File: src/rtl/fwc_pkg.sv
package fwc_pkg;
  typedef enum logic [1:0] {
    ST_IDLE  = 2'd0,
    ST_ARMED = 2'd1,
    ST_CAPT  = 2'd2,
    ST_DONE  = 2'd3
  } fwc_state_e;
endpackage

File: src/rtl/fwc_position.sv
module fwc_position #(
  parameter int FRAME_LEN = 512,
  parameter int FC_W      = 8
) (
  input  logic            clk,
  input  logic            rst_n,
  input  logic            clear,
  input  logic            step,
  input  logic [FC_W-1:0] frames_target,
  output logic            first_in_frame,
  output logic            last_in_frame,
  output logic            last_frame
);
  localparam int SW = (FRAME_LEN > 1) ? $clog2(FRAME_LEN) : 1;
  localparam logic [SW-1:0] LAST_IDX = SW'(FRAME_LEN - 1);

  logic [SW-1:0]   samp_idx;
  logic [FC_W-1:0] frame_idx;

  always_ff @(posedge clk or negedge rst_n) begin
    if (!rst_n) begin
      samp_idx  <= '0;
      frame_idx <= '0;
    end else if (clear) begin
      samp_idx  <= '0;
      frame_idx <= '0;
    end else if (step) begin
      if (last_in_frame) begin
        samp_idx  <= '0;
        frame_idx <= frame_idx + 1'b1;
      end else begin
        samp_idx <= samp_idx + 1'b1;
      end
    end
  end

  always_comb begin
    first_in_frame = (samp_idx == '0);
    last_in_frame  = (samp_idx == LAST_IDX);
    last_frame     = (frame_idx == frames_target - 1'b1);
  end

  AST_SAMP_WRAP: assert property (@(posedge clk) disable iff (!rst_n)
    (step && !clear && last_in_frame) |=> first_in_frame);

  AST_POS_HOLD: assert property (@(posedge clk) disable iff (!rst_n)
    (!step && !clear) |=> ($stable(samp_idx) && $stable(frame_idx)));
endmodule

File: src/rtl/fwc_sequencer.sv
module fwc_sequencer
  import fwc_pkg::*;
#(
  parameter int FC_W = 8
) (
  input  logic            clk,
  input  logic            rst_n,
  input  logic            trig,
  input  logic [FC_W-1:0] cfg_frames,
  input  logic            beat,
  input  logic            last_in_frame,
  input  logic            last_frame,
  output fwc_state_e      state,
  output logic [FC_W-1:0] frames_q,
  output logic            start,
  output logic            window_open
);
  logic final_beat;

  always_comb begin
    start       = (state == ST_IDLE) && trig;
    window_open = (state == ST_ARMED) || (state == ST_CAPT);
    final_beat  = beat && last_in_frame && last_frame;
  end

  always_ff @(posedge clk or negedge rst_n) begin
    if (!rst_n) begin
      state    <= ST_IDLE;
      frames_q <= FC_W'(1);
    end else begin
      case (state)
        ST_IDLE: begin
          if (trig) begin
            state    <= ST_ARMED;
            frames_q <= (cfg_frames == '0) ? FC_W'(1) : cfg_frames;
          end
        end
        ST_ARMED: begin
          if (final_beat)  state <= ST_DONE;
          else if (beat)   state <= ST_CAPT;
        end
        ST_CAPT: begin
          if (final_beat)  state <= ST_DONE;
        end
        default: state <= ST_IDLE;
      endcase
    end
  end

  AST_COUNT_NONZERO: assert property (@(posedge clk) disable iff (!rst_n)
    (state != ST_IDLE) |-> (frames_q != '0));

  AST_COUNT_LOCKED: assert property (@(posedge clk) disable iff (!rst_n)
    (state != ST_IDLE) |=> $stable(frames_q));

  AST_TRIG_IGNORED: assert property (@(posedge clk) disable iff (!rst_n)
    (state == ST_CAPT && trig && !beat) |=> (state == ST_CAPT));

  AST_DONE_SINGLE: assert property (@(posedge clk) disable iff (!rst_n)
    (state == ST_DONE) |=> (state == ST_IDLE));
endmodule

File: src/rtl/fwc_gate.sv
module fwc_gate #(
  parameter int DATA_W = 32
) (
  input  logic              window_open,
  input  logic [DATA_W-1:0] s_data,
  input  logic              s_valid,
  input  logic              m_ready,
  input  logic              first_in_frame,
  input  logic              last_in_frame,
  output logic [DATA_W-1:0] m_data,
  output logic              m_valid,
  output logic              m_sof,
  output logic              m_eof,
  output logic              s_ready,
  output logic              beat
);
  always_comb begin
    m_valid = window_open && s_valid;
    m_data  = window_open ? s_data : '0;
    m_sof   = m_valid && first_in_frame;
    m_eof   = m_valid && last_in_frame;
    s_ready = window_open ? m_ready : 1'b1;
    beat    = m_valid && m_ready;
  end
endmodule

File: src/rtl/frame_window_capture.sv
module frame_window_capture
  import fwc_pkg::*;
#(
  parameter int DATA_W    = 32,
  parameter int FRAME_LEN = 512,
  parameter int FC_W      = 8
) (
  input  logic              clk,
  input  logic              rst_n,
  input  logic              trig_i,
  input  logic [FC_W-1:0]   cfg_frames_i,
  input  logic [DATA_W-1:0] s_data_i,
  input  logic              s_valid_i,
  output logic              s_ready_o,
  output logic [DATA_W-1:0] m_data_o,
  output logic              m_valid_o,
  input  logic              m_ready_i,
  output logic              m_sof_o,
  output logic              m_eof_o,
  output logic              busy_o,
  output logic              done_o
);
  fwc_state_e      state;
  logic [FC_W-1:0] frames_q;
  logic            start;
  logic            window_open;
  logic            beat;
  logic            first_in_frame;
  logic            last_in_frame;
  logic            last_frame;

  fwc_sequencer #(.FC_W(FC_W)) u_seq (
    .clk           (clk),
    .rst_n         (rst_n),
    .trig          (trig_i),
    .cfg_frames    (cfg_frames_i),
    .beat          (beat),
    .last_in_frame (last_in_frame),
    .last_frame    (last_frame),
    .state         (state),
    .frames_q      (frames_q),
    .start         (start),
    .window_open   (window_open)
  );

  fwc_position #(.FRAME_LEN(FRAME_LEN), .FC_W(FC_W)) u_pos (
    .clk            (clk),
    .rst_n          (rst_n),
    .clear          (start),
    .step           (beat),
    .frames_target  (frames_q),
    .first_in_frame (first_in_frame),
    .last_in_frame  (last_in_frame),
    .last_frame     (last_frame)
  );

  fwc_gate #(.DATA_W(DATA_W)) u_gate (
    .window_open    (window_open),
    .s_data         (s_data_i),
    .s_valid        (s_valid_i),
    .m_ready        (m_ready_i),
    .first_in_frame (first_in_frame),
    .last_in_frame  (last_in_frame),
    .m_data         (m_data_o),
    .m_valid        (m_valid_o),
    .m_sof          (m_sof_o),
    .m_eof          (m_eof_o),
    .s_ready        (s_ready_o),
    .beat           (beat)
  );

  always_comb begin
    busy_o = window_open;
    done_o = (state == ST_DONE);
  end

  AST_IDLE_ZERO: assert property (@(posedge clk) disable iff (!rst_n)
    !busy_o |-> (!m_valid_o && m_data_o == '0 && s_ready_o));

  AST_TRIG_OPENS: assert property (@(posedge clk) disable iff (!rst_n)
    (!busy_o && !done_o && trig_i) |=> busy_o);

  AST_DONE_PULSE: assert property (@(posedge clk) disable iff (!rst_n)
    done_o |=> (!done_o && !busy_o));

  AST_BACKPRESSURE: assert property (@(posedge clk) disable iff (!rst_n)
    (m_valid_o && !m_ready_i) |-> !s_ready_o);

  AST_MARKS_EXCL: assert property (@(posedge clk) disable iff (!rst_n)
    $onehot0({m_sof_o, m_eof_o}) || FRAME_LEN == 1);
endmodule

File: config.mk
export PLATFORM = sky130hd
export DESIGN_NAME = frame_window_capture
export DESIGN_NICKNAME = d
export VERILOG_FILES = /design/src/rtl/fwc_pkg.sv /design/src/rtl/fwc_position.sv /design/src/rtl/fwc_sequencer.sv /design/src/rtl/fwc_gate.sv /design/src/rtl/frame_window_capture.sv
export SDC_FILE = /design/constraint.sdc
export NUM_CORES = 1
export LEC_CHECK = 0
export ABC_AREA = 1
export CAP_MARGIN = 10
export CORE_MARGIN = 2
export CORE_UTILIZATION = 30
export DETAILED_ROUTE_END_ITERATION = 8
export PLACE_DENSITY = 0.62
export SLEW_MARGIN = 40
export SYNTH_ARGS = -nofsm -noshare
export SYNTH_HDL_FRONTEND = slang
export SYNTH_SLANG_ARGS = --single-unit
File: constraint.sdc
create_clock -name clk -period 2.2 [get_ports clk]
set_input_delay 0.44 -clock clk [delete_from_list [all_inputs] [get_ports clk]]
set_output_delay 0.44 -clock clk [all_outputs]
set_load 0.03 [all_outputs]
==> flow_summary.json, run 1 <==
{
  "drcViolationCount": 0,
  "rsz0062_at_grt": "yes",
  "startpoint_type": "flop",
  "maxCapViolCount": 0,
  "synth_cells": 313,
  "hp-start": "u_pos.frame_idx[2]$_DFFE_PN0P_",
  "layout_setup_ws_ns": 0.1230,
  "clk_path_buf_depth": 2,
  "synth-seq-cells": 27,
  "r2r-start": "u_seq.state[1]$_DFFE_PN0P_",
  "gr-total-overflow": 0,
  "setup_viol": 0,
  "cts_tree": "built",
  "pwr_density_cell_nw_per_um2": 1338,
  "fp.coreArea_um2": 6422,
  "netlist.area_leader.share_pct": 32.14,
  "die_y_um": 86.15,
  "synth.most_common_cell": "nand2_1",
  "drtPass1Iterations": 5,
  "post-place-ws_ns": 0.05488,
  "crit_slowest_cell": "dfrtp_1",
  "yosysWarnings": 0,
  "tightest_slew_ns": 0.3686,
  "fin_nets": 459,
  "min_path_cells": 1,
  "grt_pass1_vias": 2010,
  "max_freq_mhz": 481.5,
  "max_stage_delay_ns": 0.35,
  "dpl_cell_area_um2": 2882,
  "antenna_cells": 0,
  "grt_use_total_pct": 14.47,
  "rr_endpoint": "u_pos.frame_idx[6]$_DFFE_PN0P_",
  "use_met3_pct": 1.829,
  "wl_um": 5207,
  "die_area_um2": 7421,
  "antenna_left": 0,
  "synth_ff_type": "dfrtp_1",
  "finalCritPeriodShare_pct": 94.41,
  "drive_above_1_share_pct": 17.33,
  "syn_nets": 367,
  "grt-busiest-layer": "met2",
  "clk_latency_ns": 0.27,
  "reg2reg_depth": 12,
  "vias": 2107,
  "hpwl_um": 4172,
  "crit_family": "simple AND/OR/NAND/NOR gates",
  "clk_pin_slew_worst_paths_ns": 0.09,
  "ios": 83,
  "cp-end-kind": "output port",
  "whs_ns": 0.5139,
  "arrival_ns": 1.64,
  "netlist_top_cells_area": "dfrtp_1 32%, nand2_1 18%, inv_1 13%",
  "htreeDepth": 1,
  "yosys-top-cells-count": "99 x nand2_1, 70 x inv_1, 26 x dfrtp_1",
  "cts.sinks": 27,
  "vdd_ir_drop_max_v": 0.0004197,
  "utilization_pct": 46.60,
  "rows": 29,
  "worstPathCellList": "nand2_1 -> nor2_2 -> inv_2 -> nor4_4 -> ha_2 -> inv_2 -> nor2_2 -> buf_4",
  "cts-buffers-inserted": 3,
  "portBuffers": 82,
  "crit_fanout": 3,
  "met1_usage_pct": 18.19,
  "grt_max_degree": 29,
  "routedWlPerCell_um": 10.83,
  "syn_area_um2": 2024,
  "grt_pass1_wl_um": 8845,
  "initial_core_util_pct": 31.52,
  "crit_buf_inv": 3,
  "grt_util_met2_pct": 26.00,
  "place.gp.congestion": 0.8654,
  "slew_viol_final": 0,
  "postLayoutCellArea_um2": 2993,
  "hold_path_end": "u_pos.frame_idx[2]$_DFFE_PN0P_",
  "final.min_clock_period_ns": 2.077,
  "yosysSeqAreaShare_pct": 33.44,
  "skew_ns": 0.005444,
  "die_w_um": 86.15,
  "status": "finished clean",
  "synthToLayoutAreaGrowth_pct": 47.84,
  "antenna_found_initial": 0,
  "hold_viol_final": 0,
  "synthArstFlopShare_pct": 100.0,
  "synthDistinctLibCells": 32,
  "slew_headroom_pct": 75.43,
  "synth-edff-count": 0,
  "via_per_inst": 4.380,
  "cts.root.buffer_cell": "clkbuf_8",
  "hold_path.class": "flop to flop",
  "tns_ns": 0,
  "r2r_setup_slack_ns": 0.23,
  "drt_iter0_drc": 76,
  "yosysTopAreaCell": "dfrtp_1",
  "avgSynthCellArea_um2": 6.468,
  "crit_type": "flop to output port",
  "required_ns": 1.76,
  "p_leak_nw": 1.696
}
worst max path at each step:
stage | end | cells after the start | startpoint
global placement | s_ready_o | 4 | m_ready_i
CTS | m_eof_o | 7 | u_pos.samp_idx[0]$_DFFE_PN0P_
detailed placement | s_ready_o | 4 | m_ready_i
global route | m_sof_o | 5 | u_seq.state[1]$_DFFE_PN0P_
floorplan | m_data_o[10] | 6 | u_seq.state[0]$_DFFE_PN0P_
finish | m_eof_o | 8 | u_pos.samp_idx[4]$_DFFE_PN0P_
metrics by stage:
stage,power [mW],instances
3_5_place_dp,3.667,473
4_1_cts,3.970,477
6_report,4.005,481
2_1_floorplan,2.716,313
5_1_grt,4.391,481
3_3_place_gp,3.640,473
registers in the layout, indices dropped and copies added, names as in the netlist:
signal and flops:
u_seq.state 2, u_pos.samp_idx 9, u_seq.frames_q 8, u_pos.frame_idx 8
placed cells by master (no fill, tap or decap), types with 2 or more instances in the layout:
master and count:
o21ai_0 14, nor2_1 21, ha_2 2, nand3_1 14
nand2_4 3, xor2_1 2, nor3_1 5, clkdlybuf4s50_1 45
buf_4 46, inv_2 4, a21oi_1 10, nor4_1 2
nand2_1 99, o21ai_1 7, clkbuf_8 3, xnor2_1 2
nor2_2 3, ha_1 7, inv_1 68, nor4_4 2
dfrtp_1 26, nor3_2 2, nand4_1 4
metal layers:
metal / wire [um] / up-vias
li1: - / 1130
met4: 42 / 0
met2: 2577 / 42
met1: 2364 / 933
met3: 222 / 2
met5: 0 / -
layout make-up:
type	instances	area, um2
timing repair buffer	93	824.5
multi-input combinational	206	1070
inverter	74	280.3
clock buffer	4	45.04
sequential	27	676.9
tap	77	96.34
fill	651	3430
logic make-up after synthesis:
kind of cell	synth area share, %
XOR/XNOR	1.731
buffers and inverters	15.20
flip-flops	33.44
AO/OA/AOI/OAI	9.148
AND/OR/NAND/NOR	34.92
adder cells (fa/ha/maj)	5.563
power by group:
group	total (mW)	switching, mW	internal [mW]	leakage (nW)
clock	0.285	0.155	0.130	0.0228
sequential	0.798	0.159	0.639	0.354
combinational	2.92	1.82	1.10	1.32
total	4.01	2.14	1.87	1.70
what timing repair did:
item	4_1_cts	5_1_grt
hold buffers	0	0
buffers inserted	0	4
pin swaps	1	5
cloned	0	0
gates resized for setup	4	8
setup endpoints to repair	29	31
Power figures use the tool's default switching activity.
==> run 2: changes to the inputs <==
--- a/config.mk
+++ b/config.mk
@@ -5,12 +5,12 @@
 export SDC_FILE = /design/constraint.sdc
 export NUM_CORES = 1
 export LEC_CHECK = 0
-export ABC_AREA = 1
+export ABC_AREA = 0
 export CAP_MARGIN = 10
 export CORE_MARGIN = 2
 export CORE_UTILIZATION = 30
 export DETAILED_ROUTE_END_ITERATION = 8
-export PLACE_DENSITY = 0.62
+export PLACE_DENSITY = 0.63
 export SLEW_MARGIN = 40
 export SYNTH_ARGS = -nofsm -noshare
 export SYNTH_HDL_FRONTEND = slang
==> flow_summary.json, run 2 <==
{
  "status": "finished clean",
  "pwr_density_cell_nw_per_um2": 1281,
  "netlist.area_leader.share_pct": 33.64,
  "synth_ff_type": "dfrtp_1",
  "yosysSeqAreaShare_pct": 34.99,
  "max_stage_delay_ns": 0.54,
  "via_per_inst": 4.839,
  "syn_area_um2": 1934,
  "vias": 1955,
  "gr-total-overflow": 0,
  "tns_ns": 0,
  "crit_type": "flop to flop",
  "r2r-start": "u_seq.frames_q[0]$_DFFE_PN1P_",
  "drive_above_1_share_pct": 26.91,
  "cts.root.buffer_cell": "clkbuf_8",
  "cts-buffers-inserted": 3,
  "drcViolationCount": 0,
  "postLayoutCellArea_um2": 3030,
  "fin_nets": 382,
  "top_layer": "met4",
  "synth-seq-cells": 27,
  "rr_endpoint": "u_seq.state[0]$_DFFE_PN0P_",
  "finalCritPeriodShare_pct": 99.04,
  "utilization_pct": 48.28,
  "regMostFlops": "u_pos.samp_idx",
  "die_area_um2": 7106,
  "antenna_cells": 0,
  "routedWlPerCell_um": 13.07,
  "grt_max_degree": 28,
  "place.gp.congestion": 0.8270,
  "p_seq_share_pct": 19.1,
  "slew_headroom_pct": 72.51,
  "p_leak_nw": 1.339,
  "worstSetupStartpoint": "u_seq.frames_q[0]$_DFFE_PN1P_",
  "yosysWarnings": 0,
  "startpoint_type": "flop",
  "netlist_top_cells_area": "dfrtp_1 34%, and2_1 11%, ha_1 5.8%",
  "synthToLayoutAreaGrowth_pct": 56.66,
  "p_sw_mw": 1.924,
  "hpwl_um": 4079,
  "finalNonFillerCells": 404,
  "largest_reg_flops": 9,
  "grt_pass1_vias": 2031,
  "nFillCells": 612,
  "crit_slowest_cell": "dfstp_2",
  "synthArstFlopShare_pct": 100.0,
  "cts_tree": "built",
  "p_int_mw": 1.959,
  "clk_latency_ns": 0.27,
  "final_common_cell": "buf_4",
  "synth.most_common_cell": "and2_1",
  "die_y_um": 84.30,
  "die_w_um": 84.30,
  "synthDistinctLibCells": 46,
  "crit_fanout": 5,
  "rsz0062_at_grt": "yes",
  "yosys-top-cells-count": "34 x and2_1, 26 x dfrtp_1, 26 x nor2_1",
  "worstPathCellList": "buf_4 -> nor4_4 -> a2111oi_0 -> a31oi_1 -> a311oi_2 -> buf_4 -> a211oi_4 -> a211oi_2",
  "layout_common_cells": "57 x buf_4, 44 x clkdlybuf4s50_1, 34 x and2_1",
  "maxCapViolCount": 0,
  "clk_path_buf_depth": 2,
  "cp-end-kind": "flop",
  "fp.coreArea_um2": 6277,
  "post-place-ws_ns": -0.07809,
  "vdd_ir_drop_max_v": 0.0007435,
  "arrival_ns": 2.37,
  "grt_use_total_pct": 15.39,
  "top_regs": "u_pos.samp_idx (9), u_pos.frame_idx (8), u_seq.frames_q (8)",
  "comb_power_share_pct": 73.6,
  "skew_ns": 0.006035,
  "slew_viol_final": 0,
  "yosysTopAreaCell": "dfrtp_1",
  "portBuffers": 82,
  "antenna_found_initial": 0,
  "max_freq_mhz": 458.9,
  "antenna_left": 0,
  "rows": 29,
  "tightest_slew_ns": 0.4020,
  "hold_path.class": "primary input to async pin",
  "wl_um": 5280,
  "final.min_clock_period_ns": 2.179,
  "layout_setup_ws_ns": 0.02106,
  "reg2reg_depth": 8,
  "met1_length_um": 2461,
  "p_sw_share_pct": 49.54,
  "r2r_setup_slack_ns": 0.02,
  "wl_met3_um": 342,
  "path_common_cell": "buf_4",
  "setup_viol": 0,
  "grt_pass1_wl_um": 9011,
  "clk_pin_slew_worst_paths_ns": 0.10,
  "synth_cells": 227,
  "synth-edff-count": 0,
  "clockPowerShare_pct": 7.3,
  "avgSynthCellArea_um2": 8.521,
  "required_ns": 2.39,
  "dpl_cell_area_um2": 2914,
  "power_mw": 3.883,
  "syn_nets": 281,
  "place_inst": 398,
  "hold_viol_final": 0,
  "met2_length_um": 2427,
  "drtPass1Iterations": 4,
  "initial_core_util_pct": 30.82,
  "cts.sinks": 27,
  "drt_iter0_drc": 124,
  "ios": 83,
  "htreeDepth": 1,
  "whs_ns": 0.5287
}
[run 2: timing repair]
item | 4_1_cts | 5_1_grt
pin swaps | 2 | 6
hold buffers | 0 | 0
resized for setup | 6 | 14
endpoints found under the setup margin | 5 | 27
setup buffers | 1 | 2
[run 2: logic make-up after synthesis]
kind of cell | Yosys count | synth area share [%]
AO/OA/AOI/OAI | 41 | 13.71
XOR/XNOR | 14 | 6.339
adder cells (fa/ha/maj) | 9 | 5.822
multiplexers | 6 | 3.557
buffers and inverters | 22 | 4.398
AND/OR/NAND/NOR | 108 | 31.18
flip-flops | 27 | 34.99
[run 2: how the worst max path moves through the flow]
stage / to / slack [ns] / cells past startpoint
floorplan: u_seq.state[1]$_DFFE_PN0P_ / -0.04 / 11
global placement: u_seq.state[1]$_DFFE_PN0P_ / 0.06 / 7
detailed placement: u_seq.state[0]$_DFFE_PN0P_ / -0.08 / 8
CTS: u_seq.state[0]$_DFFE_PN0P_ / 0.01 / 11
global route: u_seq.state[0]$_DFFE_PN0P_ / -0.15 / 11
finish: u_seq.state[0]$_DFFE_PN0P_ / 0.02 / 8
[run 2: metal layers]
metal	vias up	track usage, %
li1	977	-
met1	892	19.68
met2	82	25.47
met3	4	3.736
met4	0	5.132
met5	-	0
[run 2: area by class of cell]
type / instances / area, um2 / area share [%]
clock buffer: 4 / 45.04 / 1.486
sequential: 27 / 676.9 / 22.34
tap: 77 / 96.34 / 3.179
inverter: 11 / 41.29 / 1.363
multi-input combinational: 178 / 1242 / 41.00
timing repair buffer: 107 / 928.4 / 30.64
[run 2: power groups by stage]
stage | clock (mW) | sequential, mW | combinational (mW)
floorplan | 0 | 0.750 | 1.80
global placement | 0 | 0.745 | 2.78
detailed placement | 0 | 0.747 | 2.80
CTS | 0.297 | 0.739 | 2.79
global route | 0.327 | 0.759 | 3.09
finish | 0.284 | 0.740 | 2.86
[run 2: worst max-delay path, delay by kind of cell (launching register included)]
kind | cells | cell delay, ns
AOI/OAI and AO/OA | 5 | 1.17
buffers and inverters | 2 | 0.33
DFF | 1 | 0.54
and+or+nand+nor | 1 | 0.07
==> run 3: changes to the inputs <==
--- a/config.mk
+++ b/config.mk
@@ -9,6 +9,7 @@
 export CAP_MARGIN = 10
 export CORE_MARGIN = 2
 export CORE_UTILIZATION = 30
+export CTS_CLUSTER_DIAMETER = 100
 export DETAILED_ROUTE_END_ITERATION = 8
 export PLACE_DENSITY = 0.63
 export SLEW_MARGIN = 40
==> constraint.sdc (replaced) <==
create_clock -name clk -period 2.2 [get_ports clk]
set_input_delay 0.66 -clock clk [delete_from_list [all_inputs] [get_ports clk]]
set_output_delay 0.66 -clock clk [all_outputs]
set_load 0.03 [all_outputs]
==> flow_summary.json, run 3 (synthesis results as in run 2) <==
{
  "status": "complete, but fails checks",
  "failed_checks": "negative setup slack",
  "maxCapViolCount": 0,
  "worstSetupStartpoint": "u_seq.state[1]$_DFFE_PN0P_",
  "place.gp.congestion": 0.7503,
  "reg2reg_depth": 10,
  "finalCritPeriodShare_pct": 101.2,
  "top_layer": "met4",
  "p_seq_share_pct": 15.4,
  "multiInputGateArea_um2": 1333,
  "met2_length_um": 2901,
  "antenna_left": 0,
  "via_per_inst": 4.891,
  "layout_common_cells": "42 x clkdlybuf4s50_1, 39 x buf_6, 33 x and2_4",
  "startpoint_type": "flop",
  "p_sw_share_pct": 43.04,
  "r2r_setup_slack_ns": -0.02,
  "dpl_cell_area_um2": 2949,
  "cp-end-kind": "output port",
  "slew_viol_final": 0,
  "nFillCells": 553,
  "slew_headroom_pct": 76.11,
  "die_w_um": 84.30,
  "ff_latch_area_um2": 676.9,
  "cts.root.buffer_cell": "clkbuf_8",
  "vdd_ir_drop_max_v": 0.001128,
  "required_ns": 1.54,
  "arrival_ns": 1.57,
  "holdBufCountCts": 0,
  "r2r-start": "u_pos.samp_idx[5]$_DFFE_PN0P_",
  "met1_length_um": 2368,
  "regMostFlops": "u_pos.samp_idx",
  "crit_buf_inv": 3,
  "crit_slowest_cell": "dfrtp_1",
  "skew_ns": 0.003216,
  "p_sw_mw": 2.115,
  "rsz0062_at_grt": "yes",
  "comb_power_share_pct": 78.8,
  "portBuffers": 82,
  "top_regs": "u_pos.samp_idx (9), u_pos.frame_idx (8), u_seq.frames_q (8)",
  "cts.sinks": 27,
  "crit_path_end": "m_sof_o",
  "clockPowerShare_pct": 5.8,
  "p_int_mw": 2.799,
  "die_y_um": 84.30,
  "htreeDepth": 1,
  "hold_viol_final": 0,
  "grt_max_degree": 28,
  "fp.coreArea_um2": 6277,
  "rr_endpoint": "u_seq.state[1]$_DFFE_PN0P_",
  "wl_met3_um": 371,
  "max_freq_mhz": 449.4,
  "rows": 29,
  "drive_above_1_share_pct": 40.06,
  "ios": 83,
  "power_mw": 4.913,
  "layout_setup_ws_ns": -0.02544,
  "tightest_slew_ns": 0.3557,
  "tns_ns": -0.05310,
  "drtPass1Iterations": 4,
  "routedWlPerCell_um": 13.74,
  "vias": 2025,
  "cts-buffers-inserted": 3,
  "crit_cells": 6,
  "synthToLayoutAreaGrowth_pct": 76.26,
  "clk_path_buf_depth": 2,
  "die_area_um2": 7106,
  "largest_reg_flops": 9,
  "pwr_density_cell_nw_per_um2": 1441,
  "worstPathCellList": "inv_2 -> ha_4 -> buf_12 -> and2_4 -> and3_4 -> buf_6",
  "cts_tree": "built",
  "utilization_pct": 54.32,
  "clk_latency_ns": 0.27,
  "grt_use_total_pct": 15.70,
  "hold_path.class": "flop to flop",
  "drcViolationCount": 0,
  "max_stage_delay_ns": 0.40,
  "setup_viol": 3,
  "grt_pass1_wl_um": 9163,
  "fin_nets": 392,
  "antenna_cells": 0,
  "antenna_found_initial": 0,
  "initial_core_util_pct": 30.82,
  "postLayoutCellArea_um2": 3410,
  "final_common_cell": "clkdlybuf4s50_1",
  "clk_pin_slew_worst_paths_ns": 0.10,
  "crit_family": "flip-flops",
  "crit_fanout": 5,
  "hpwl_um": 4212,
  "wl_um": 5689,
  "grt_pass1_vias": 1993,
  "p_leak_nw": 1.523,
  "crit_type": "flop to output port",
  "gr-total-overflow": 0,
  "drt_iter0_drc": 126,
  "final.min_clock_period_ns": 2.225
}
-- run 3: area by class of cell --
type,count,area share [%]
repair buffers,117,35.67
flip-flops and latches,27,19.85
clock buffers,3,1.211
well taps,77,2.826
clock inverters,1,0.1468
inverters,11,1.211
multi-input cells,178,39.08
-- run 3: power by group through the flow --
stage	Combinational (mW)	Clock [mW]	Sequential (mW)
floorplan	1.81	0	0.750
global placement	2.81	0	0.772
detailed placement	2.82	0	0.771
CTS	2.99	0.290	0.754
global route	4.14	0.316	0.779
finish	3.87	0.287	0.754
-- run 3: how the worst min path moves through the flow --
stage / from / endpoint / slack (ns) / depth (start not counted)
CTS: u_seq.frames_q[7]$_DFFE_PN0P_ / u_seq.frames_q[7]$_DFFE_PN0P_ / 0.54 / 1
finish: u_seq.frames_q[7]$_DFFE_PN0P_ / u_seq.frames_q[7]$_DFFE_PN0P_ / 0.54 / 1
global placement: u_seq.frames_q[7]$_DFFE_PN0P_ / u_seq.frames_q[7]$_DFFE_PN0P_ / 0.52 / 1
detailed placement: u_seq.frames_q[7]$_DFFE_PN0P_ / u_seq.frames_q[7]$_DFFE_PN0P_ / 0.52 / 1
floorplan: rst_n / u_pos.frame_idx[0]$_DFFE_PN0P_ / 0.36 / 0
global route: u_seq.frames_q[7]$_DFFE_PN0P_ / u_seq.frames_q[7]$_DFFE_PN0P_ / 0.59 / 1
-- run 3: through the flow --
step	hold slack (ns)	setup slack, ns	instances
floorplan	0.3644	-0.02511	227
global placement	0.5163	-0.2201	399
detailed placement	0.5160	-0.3015	399
CTS	0.5376	-0.03526	408
global route	0.5854	-0.1527	414
finish	0.5359	-0.02544	414
-- run 3: routing by layer --
layer | up-vias | global-route usage (%)
li1 | 998 | -
met3 | 2 | 3.147
met2 | 77 | 27.99
met1 | 948 | 19.10
met5 | - | 0
met4 | 0 | 4.545
-- run 3: repair_timing --
action	CTS	global route
hold endpoints to repair	0	0
resized for setup	13	83
endpoints found under the setup margin	35	38
cloned	0	1
setup buffers	5	5
pin swaps	3	34
